**src/rtl/bcdcpu_pkg.sv**
```systemverilog
package bcdcpu_pkg;

  typedef enum logic [2:0] {
    OP_LOAD  = 3'd0,
    OP_STORE = 3'd1,
    OP_JMP   = 3'd2,
    OP_JC    = 3'd3,
    OP_ADD   = 3'd4,
    OP_SUB   = 3'd5,
    OP_RSV6  = 3'd6,
    OP_RSV7  = 3'd7
  } opcode_e;

  typedef enum logic [3:0] {
    ST_FETCH,
    ST_FWAIT,
    ST_DECODE,
    ST_AHI,
    ST_AHIW,
    ST_ALO,
    ST_ALOW,
    ST_OPRD,
    ST_OPWAIT,
    ST_EXEC,
    ST_WBACK
  } step_e;

endpackage

```
**src/rtl/bcd_alu.sv**
```systemverilog
module bcd_alu #(
  parameter int DIGITS = 2,
  localparam int W = 4 * DIGITS
) (
  input  logic [W-1:0] a,
  input  logic [W-1:0] b,
  input  logic         sub,
  output logic [W-1:0] y,
  output logic         flag
);

  logic       cy;
  logic [4:0] t;

  // ripple through the digits, lowest first
  always_comb begin
    cy = 1'b0;
    t  = '0;
    y  = '0;
    for (int i = 0; i < DIGITS; i++) begin
      if (!sub) begin
        t = {1'b0, a[4*i +: 4]} + {1'b0, b[4*i +: 4]} + {4'b0, cy};
        if (t > 5'd9) begin
          y[4*i +: 4] = t[3:0] + 4'd6;
          cy = 1'b1;
        end else begin
          y[4*i +: 4] = t[3:0];
          cy = 1'b0;
        end
      end else begin
        t = {1'b0, a[4*i +: 4]} - {1'b0, b[4*i +: 4]} - {4'b0, cy};
        if (t[4]) begin
          y[4*i +: 4] = t[3:0] - 4'd6;
          cy = 1'b1;
        end else begin
          y[4*i +: 4] = t[3:0];
          cy = 1'b0;
        end
      end
    end
    flag = cy;
  end

endmodule

```
**src/rtl/bcd_regfile.sv**
```systemverilog
module bcd_regfile #(
  parameter int NREG = 4,
  parameter int W    = 8,
  localparam int IDX_W = $clog2(NREG)
) (
  input  logic             clk,
  input  logic             rst_n,
  input  logic             we,
  input  logic [IDX_W-1:0] waddr,
  input  logic [W-1:0]     wdata,
  input  logic [IDX_W-1:0] raddr_a,
  output logic [W-1:0]     rdata_a,
  input  logic [IDX_W-1:0] raddr_b,
  output logic [W-1:0]     rdata_b
);

  logic [W-1:0] regs [NREG];

  for (genvar g = 0; g < NREG; g++) begin : g_reg
    always_ff @(posedge clk) begin
      if (!rst_n)                                regs[g] <= '0;
      else if (we && waddr == IDX_W'(g))         regs[g] <= wdata;
    end
  end

  assign rdata_a = regs[raddr_a];
  assign rdata_b = regs[raddr_b];

endmodule

```
**src/rtl/bcd_seq.sv**
```systemverilog
module bcd_seq
  import bcdcpu_pkg::*;
#(
  parameter int ADDR_W = 16,
  parameter int DATA_W = 8
) (
  input  logic              clk,
  input  logic              rst_n,
  input  logic [DATA_W-1:0] mem_rdata,
  input  logic              carry_q,
  output step_e             step,
  output logic [DATA_W-1:0] ir,
  output logic [ADDR_W-1:0] mem_addr,
  output logic              mem_rd,
  output logic              mem_wr
);

  logic [ADDR_W-1:0] pc;
  logic [ADDR_W-1:0] ea;
  opcode_e           op;

  assign op = opcode_e'(ir[7:5]);

  always_ff @(posedge clk) begin
    if (!rst_n) begin
      step <= ST_FETCH;
      pc   <= '0;
      ir   <= '0;
      ea   <= '0;
    end else begin
      unique case (step)
        ST_FETCH:  step <= ST_FWAIT;
        ST_FWAIT: begin
          ir   <= mem_rdata;
          pc   <= pc + 1'b1;
          step <= ST_DECODE;
        end
        ST_DECODE: begin
          unique case (op)
            OP_LOAD, OP_STORE, OP_JMP, OP_JC: step <= ST_AHI;
            OP_ADD, OP_SUB:                   step <= ST_EXEC;
            default:                          step <= ST_FETCH;
          endcase
        end
        ST_AHI:    step <= ST_AHIW;
        ST_AHIW: begin
          ea   <= {ea[ADDR_W-DATA_W-1:0], mem_rdata};
          pc   <= pc + 1'b1;
          step <= ST_ALO;
        end
        ST_ALO:    step <= ST_ALOW;
        ST_ALOW: begin
          ea   <= {ea[ADDR_W-DATA_W-1:0], mem_rdata};
          pc   <= pc + 1'b1;
          step <= (op == OP_LOAD) ? ST_OPRD : ST_EXEC;
        end
        ST_OPRD:   step <= ST_OPWAIT;
        ST_OPWAIT: step <= ST_WBACK;
        ST_EXEC: begin
          if (op == OP_JMP || (op == OP_JC && carry_q)) pc <= ea;
          step <= (op == OP_ADD || op == OP_SUB) ? ST_WBACK : ST_FETCH;
        end
        ST_WBACK:  step <= ST_FETCH;
        default:   step <= ST_FETCH;
      endcase
    end
  end

  assign mem_rd   = (step == ST_FETCH) || (step == ST_AHI) ||
                    (step == ST_ALO)   || (step == ST_OPRD);
  assign mem_wr   = (step == ST_EXEC) && (op == OP_STORE);
  assign mem_addr = (step == ST_OPRD || step == ST_EXEC) ? ea : pc;

  AST_RW_EXCL:    assert property (@(posedge clk) disable iff (!rst_n) !(mem_rd && mem_wr));
  AST_WR_SINGLE:  assert property (@(posedge clk) disable iff (!rst_n) mem_wr |=> !mem_wr);
  AST_WR_PLACE:   assert property (@(posedge clk) disable iff (!rst_n) mem_wr |-> $past(step) == ST_ALOW);
  AST_RD_SINGLE:  assert property (@(posedge clk) disable iff (!rst_n) mem_rd |=> !mem_rd);
  AST_RSV_PC:     assert property (@(posedge clk) disable iff (!rst_n)
                    (step == ST_DECODE && ir[7:6] == 2'b11) |=> (step == ST_FETCH && $stable(pc)));

endmodule

```
**src/rtl/bcd_cpu.sv**
```systemverilog
module bcd_cpu
  import bcdcpu_pkg::*;
#(
  parameter int ADDR_W = 16,
  parameter int DATA_W = 8
) (
  input  logic              clk,
  input  logic              rst_n,
  output logic [ADDR_W-1:0] mem_addr,
  output logic              mem_rd,
  output logic              mem_wr,
  output logic [DATA_W-1:0] mem_wdata,
  input  logic [DATA_W-1:0] mem_rdata
);

  localparam int NREG   = 4;
  localparam int DIGITS = DATA_W / 4;

  step_e             step;
  logic [DATA_W-1:0] ir;
  logic [DATA_W-1:0] ra, rb, alu_y, mdr;
  logic              alu_flag, carry_q, is_alu;
  opcode_e           op;
  logic              ir_unused;

  assign op        = opcode_e'(ir[7:5]);
  assign is_alu    = (op == OP_ADD) || (op == OP_SUB);
  assign ir_unused = ir[4];

  bcd_seq #(.ADDR_W(ADDR_W), .DATA_W(DATA_W)) seq_i (
    .clk(clk), .rst_n(rst_n), .mem_rdata(mem_rdata), .carry_q(carry_q),
    .step(step), .ir(ir), .mem_addr(mem_addr), .mem_rd(mem_rd), .mem_wr(mem_wr)
  );

  bcd_regfile #(.NREG(NREG), .W(DATA_W)) rf_i (
    .clk(clk), .rst_n(rst_n),
    .we(step == ST_WBACK), .waddr(ir[3:2]), .wdata(mdr),
    .raddr_a(ir[3:2]), .rdata_a(ra),
    .raddr_b(ir[1:0]), .rdata_b(rb)
  );

  bcd_alu #(.DIGITS(DIGITS)) alu_i (
    .a(ra), .b(rb), .sub(op == OP_SUB), .y(alu_y), .flag(alu_flag)
  );

  always_ff @(posedge clk) begin
    if (!rst_n) begin
      mdr     <= '0;
      carry_q <= 1'b0;
    end else if (step == ST_OPWAIT) begin
      mdr <= mem_rdata;
    end else if (step == ST_EXEC && is_alu) begin
      mdr     <= alu_y;
      carry_q <= alu_flag;
    end
  end

  assign mem_wdata = rb;

  function automatic logic all_bcd(input logic [DATA_W-1:0] v);
    for (int i = 0; i < DIGITS; i++)
      if (v[4*i +: 4] > 4'd9) return 1'b0;
    return 1'b1;
  endfunction

  AST_ALU_DIGITS: assert property (@(posedge clk) disable iff (!rst_n)
                    (step == ST_EXEC && is_alu && all_bcd(ra) && all_bcd(rb)) |=> all_bcd(mdr));
  AST_FLAG_SRC:   assert property (@(posedge clk) disable iff (!rst_n)
                    !$stable(carry_q) |-> ($past(step) == ST_EXEC && $past(is_alu)));
  AST_LOAD_PATH:  assert property (@(posedge clk) disable iff (!rst_n)
                    (step == ST_WBACK && op == OP_LOAD) |-> $past(mem_rd, 2));

endmodule

```
**config.mk**
```make
export PLATFORM = sky130hd
export DESIGN_NAME = bcd_cpu
export DESIGN_NICKNAME = d
export VERILOG_FILES = /design/src/rtl/bcdcpu_pkg.sv /design/src/rtl/bcd_alu.sv /design/src/rtl/bcd_regfile.sv /design/src/rtl/bcd_seq.sv /design/src/rtl/bcd_cpu.sv
export SDC_FILE = /design/constraint.sdc
export NUM_CORES = 1
export LEC_CHECK = 0
export CAP_MARGIN = 20
export CORE_ASPECT_RATIO = 1.2
export CORE_MARGIN = 5
export CORE_UTILIZATION = 54
export DETAILED_ROUTE_END_ITERATION = 16
export GPL_TIMING_DRIVEN = 0
export PLACE_DENSITY = 0.77
export SLEW_MARGIN = 20
export SYNTH_ARGS = -nofsm -noshare
export SYNTH_HDL_FRONTEND = slang
export SYNTH_HIERARCHICAL = 1
export SYNTH_SLANG_ARGS = --single-unit
```
**constraint.sdc**
```tcl
create_clock -name clk -period 4.5 [get_ports clk]
set_input_delay 0.675 -clock clk [delete_from_list [all_inputs] [get_ports clk]]
set_output_delay 0.675 -clock clk [all_outputs]
set_load 0.02 [all_outputs]
```
Yosys cells after proc, flatten, opt, wreduce, memory -nomap -nowiden
Memory sizes are Yosys's and may differ from the RTL's. A register that Yosys moved wholly into a read port is not among the register bits.
Index checks and enable logic that the tools add are counted.
W data, S select, Z words.

word-level totals
  input bits = 10
  word-level logic and storage cells = 110
  output and inout port bits = 26
  register bits after elaboration = 53
  RAM bits = 32
  memories kept = 1

cells by class
  order comparisons = 2
  multiplexer cells = 42
  reduce and logical (&&, ||, !) cells = 24
  add/sub/neg operators = 11
  equal/unequal tests = 19
  bitwise logic cells = 5

memories
  name       depth  bits a word  rd ports  clocked after memory_dff  write ports  line               text
  rf_i.regs  4      8            2         2                         4            bcd_regfile.sv:17  logic [W-1:0] regs [NREG];

operator list
  kind                     count
  $mux W8                  6
  $pmux W4 S10             1
  $mux W16                 2
  $mux W4                  8
  $pmux W16 S2             1
  $mux W1                  19
  $add A16 B1 Y16 const B  1
  $eq A4 B3 Y1 const B     4
  $eq A4 B4 Y1 const B     3
  $add A4 B4 Y5            2
  $gt A5 B4 Y1 const B     2
  $sub A4 B4 Y5            2
  $add A4 B3 Y4 const B    2
  $eq A4 B2 Y1 const B     2
  $mux W2                  4
  $pmux W4 S2              1
  $sub A4 B3 Y4 const B    2
  $logic_and A1 B1 Y1      7
  $eq A3 B2 Y1 const B     2
  $eq A3 B3 Y1 const B     2
  $logic_or A1 B1 Y1       6
  $add A5 B1 Y5            1
  $sub A5 B1 Y5            1
  $eq A2 B2 Y1 const B     2
  other kinds (14)         20

Depth between registers and ports, before layout
  depth in word-level cells = 10
  mapped depth = 21
  mapped depth without buffers = 20

Hierarchy
Netlist, hierarchy kept.

by module, submodules not included
  module       area an instance (sq um)  sequential area each (sq um)  cells each  instances
  bcd_seq      2343.5                    880.8                         304         1
  bcd_regfile  1629.1                    960.9                         95          1
  bcd_alu      1114.8                    0.0                           135         1
  bcd_cpu      523.0                     180.2                         54          1

Least setup slack after synthesis
No wires, ideal clock.

  path kind = register to register
  start = register, netlist name seq_i/ir[2]
  end = register mdr[7]
  setup time = 0.130 ns
  cell stages (with the launch flop) = 21
  clock period less this slack = 4.706 ns
  slack = -0.206 ns
  arrival time = 4.576 ns
  path buffers = 2
  data required time = 4.370 ns
  path through = dfxtp_1 -> buf_6 -> mux4_2 -> ha_1 -> buf_2 -> nor3b_1 -> nor3_1 -> xnor2_1 -> a311oi_1 -> a21o_1 -> fa_1 -> inv_1 -> ha_1 -> o21ai_0 -> nand3b_1 -> xnor2_1 -> or4b_1 -> o311a_1 -> mux2_2 -> nand2_1 -> mux2i_1

RTL lines
  item                  line           text
  to (signal assigned)  bcd_cpu.sv:51  mdr <= mem_rdata;
  to (signal assigned)  bcd_cpu.sv:53  mdr <= alu_y;
  to (decl)             bcd_cpu.sv:21  logic [DATA_W-1:0] ra, rb, alu_y, mdr;

==> key figures <==
STA
  • Worst-margin pin slew: 0.891 ns
  • Max Clk Rate: 217 MHz
  • RSZ-0062 raised after global routing: true
  • Final hold violation count: 0
  • Clock skew: 0.00658 ns
  • Max Slew Vio Count: 0
  • Relative slew margins: 0.398
  • Final clock period utilization by the worst path: 1.03
  • Final worst setup slack: -0.113 ns
  • Final setup vio count: 1
  • Min Tclk post-route: 4.61 ns
  • Fin Setup TNS: -0.113 ns

Worst hold path
  • HP Class: flip-flop to flip-flop

Placed design
  • Port Buf Inserts: 35
  • DP Cell Count: 745
  • Pre-CTS setup slack: -0.529 ns
  • DP Wirelength: 10200 um
  • Gpl congestion: 0.915
  • Area post-placement: 6110 um2

Power and ir drop
  • Sequential power share: 0.346
  • Leakage: 2.54 nW
  • P per Cell Area: 357 nW/um2
  • Sw Ratio: 0.318
  • Peak supply drop: 0.000208 V
  • Net Switching: 769 uW
  • Internal: 1.65 mW
  • Clk pwr share: 0.275
  • Combinational Power Share: 0.380

Setup path
  • WP data arrival: 4.82 ns
  • Worst path cell trace: buf_12 > mux4_2 > ha_4 > buf_6 > nor2b_1 > nor3_2 > xnor2_2 > a311oi_2 > a21o_1 > fa_2 > inv_2 > ha_4 > o21ai_2 > nand3b_1 > xnor2_2 > or4b_1 > o311a_1 > mux2_4 > nand2_2 > mux2i_1
  • Critical Path Slowest Stage Cell: fa_2
  • CP max stage delay: 0.57 ns
  • Top delay family on crit path: simple AND/OR/NAND/NOR gates
  • CP max FO: 7
  • WP buf/inv: 3
  • Worst EP required: 4.71 ns
  • Crit path capture type: flip-flop
  • WS Path Type: flip-flop to flip-flop
  • Critical path launch point type: flip-flop

Route
  • Highest Signal Layer: met4
  • ANT nets after route: 0
  • Metal3 WL: 689 um
  • Drt total wl: 14100 um
  • DR WL/cell: 18.0 um
  • DR vias/cell: 5.99
  • First DRT Iteration DRCs: 228
  • DR vias: 4684
  • Post-route DRC violation count: 0
  • Met1 WL: 5280 um
  • DRT Pass-1 Iters: 5
  • Met2 Wirelength: 7720 um

Synth
  • Synth warn: 6
  • Post-Syn Nets: 622
  • Synthesized cell area: 5580 um2
  • Gate Count Post-Synth: 584
  • Mapped Avg Cell Area: 9.55 um2

Cells and area
  • Sequential cell area: 2010 um2
  • Ratio of cells with drive above 1 in the final layout: 0.232
  • Antenna cell count: 0
  • Final Net Count: 689
  • Fillcell total: 789
  • Cell area after layout: 6760 um2
  • Finished Layout Cells: 782
  • Area of the multi-input gates: 3510 um2
  • Syn-to-layout area delta: 21.1%

Clocking
  • Worst skew pair latency: 0.34 ns
  • CTS sink cnt: 84
  • CTS Buf Count: 9
  • CTS Root Cell: clkbuf_16
  • CTS tree: built
  • Hold_buf cts: 0
  • Clock slew at reported path FFs: 0.06 ns
  • H-tree depth: 3
  • Maximum root-to-sink buffer count: 2

Outcome
  • Status: finished with violations
  • Failing checks: setup timing

Global routing
  • Initial antenna violation count: 0
  • Vias in the first global route: 4893
  • Gr ovfl total: 0
  • Tot GR Track Use: 0.236
  • Largest net degree at the start of global routing: 16
  • Global-route wire length before repair: 23200 um

Floorplan
  • Die Y-Extent: 121 um
  • Die width: 103 um
  • Core area: 10100 um2
  • Die area: 12500 um2
  • Initial core utilization: 0.554
  • Io pins: 36
  • Cell Rows: 40

Run
  • Max_cap viols: 0
==> power by group through the flow <==
stage	clock network [mW]	logic (mW)	registers, mW
floorplan	0	0.528	0.842
global placement	0	0.663	0.849
detailed placement	0	0.690	0.851
CTS	0.667	0.817	0.834
global route	0.707	0.982	0.838
finish	0.663	0.917	0.835
==> cell usage in the layout (no fill, tap or decap), types with 4 or more instances in the layout <==
master / n
o21ai_0: 10
inv_1: 19
nand4_1: 5
mux4_2: 16
nand2_1: 97
a32o_1: 5
and2_1: 35
nand3_1: 10
nor2b_1: 4
buf_2: 8
fa_2: 5
a21oi_1: 45
buf_4: 21
dfxtp_1: 49
a22o_1: 4
mux2i_1: 12
clkdlybuf4s50_1: 35
mux2_2: 25
edfxtp_1: 32
inv_2: 7
nand2b_1: 6
o21ai_1: 5
clkbuf_16: 9
ha_1: 17
nor3_1: 8
ha_4: 5
buf_6: 5
a31oi_1: 4
clkbuf_1: 17
nor2_1: 24
==> area by class of cell <==
cell class / count / share of cell area
tap: 126 / 0.0233
buffer: 32 / 0.0311
sequential: 84 / 0.297
clock buffer: 11 / 0.0344
timing repair buffer: 56 / 0.0757
clock inverter: 5 / 0.00426
multi-input combinational: 441 / 0.519
inverter: 27 / 0.0150
==> worst min-delay path: stages, from the launching register on <==
cell and delay (ns):
dfxtp_1 0.32, nand2_1 0.05, a21oi_1 0.06
==> worst paths after layout <==
check / slack, ns / depth (start not counted) / from / end
max: -0.11 / 20 / seq_i/ir[2] / mdr[7]
min: 0.47 / 2 / seq_i/ir[1] / seq_i/ir[1]
max reg2reg: -0.11 / 20 / seq_i/ir[2] / mdr[7]
min reg2reg: 0.47 / 2 / seq_i/ir[1] / seq_i/ir[1]
==> flip-flops by register name, summed over array words and instances (netlist names) <==
name	flops
carry_q	1
mdr	8
rf_i/regs	32
seq_i/ea	16
seq_i/ir	7
seq_i/pc	16
seq_i/step	4
==> per-stage QoR <==
stage | total power, mW | hold WS (ns) | utilization
floorplan | 1.37 | 0.435 | -
global placement | 1.51 | 0.450 | 0.607
detailed placement | 1.54 | 0.456 | 0.607
CTS | 2.32 | 0.467 | 0.662
global route | 2.53 | 0.495 | 0.672
finish | 2.42 | 0.475 | 0.672
==> per-layer routing <==
layer  GRT usage  vias to the layer above
met2       0.440                      178
met1       0.255                     2237
met4       0.109                        0
met5           0                        -
li1            -                     2234
met3      0.0374                       35
==> what timing repair did <==
item                       CTS  global route
setup endpoints to repair    4             3
resized for setup           36            13
pin swaps                   15             9
buffers inserted            17             4
No activity file was read; power rests on OpenSTA's default activity.
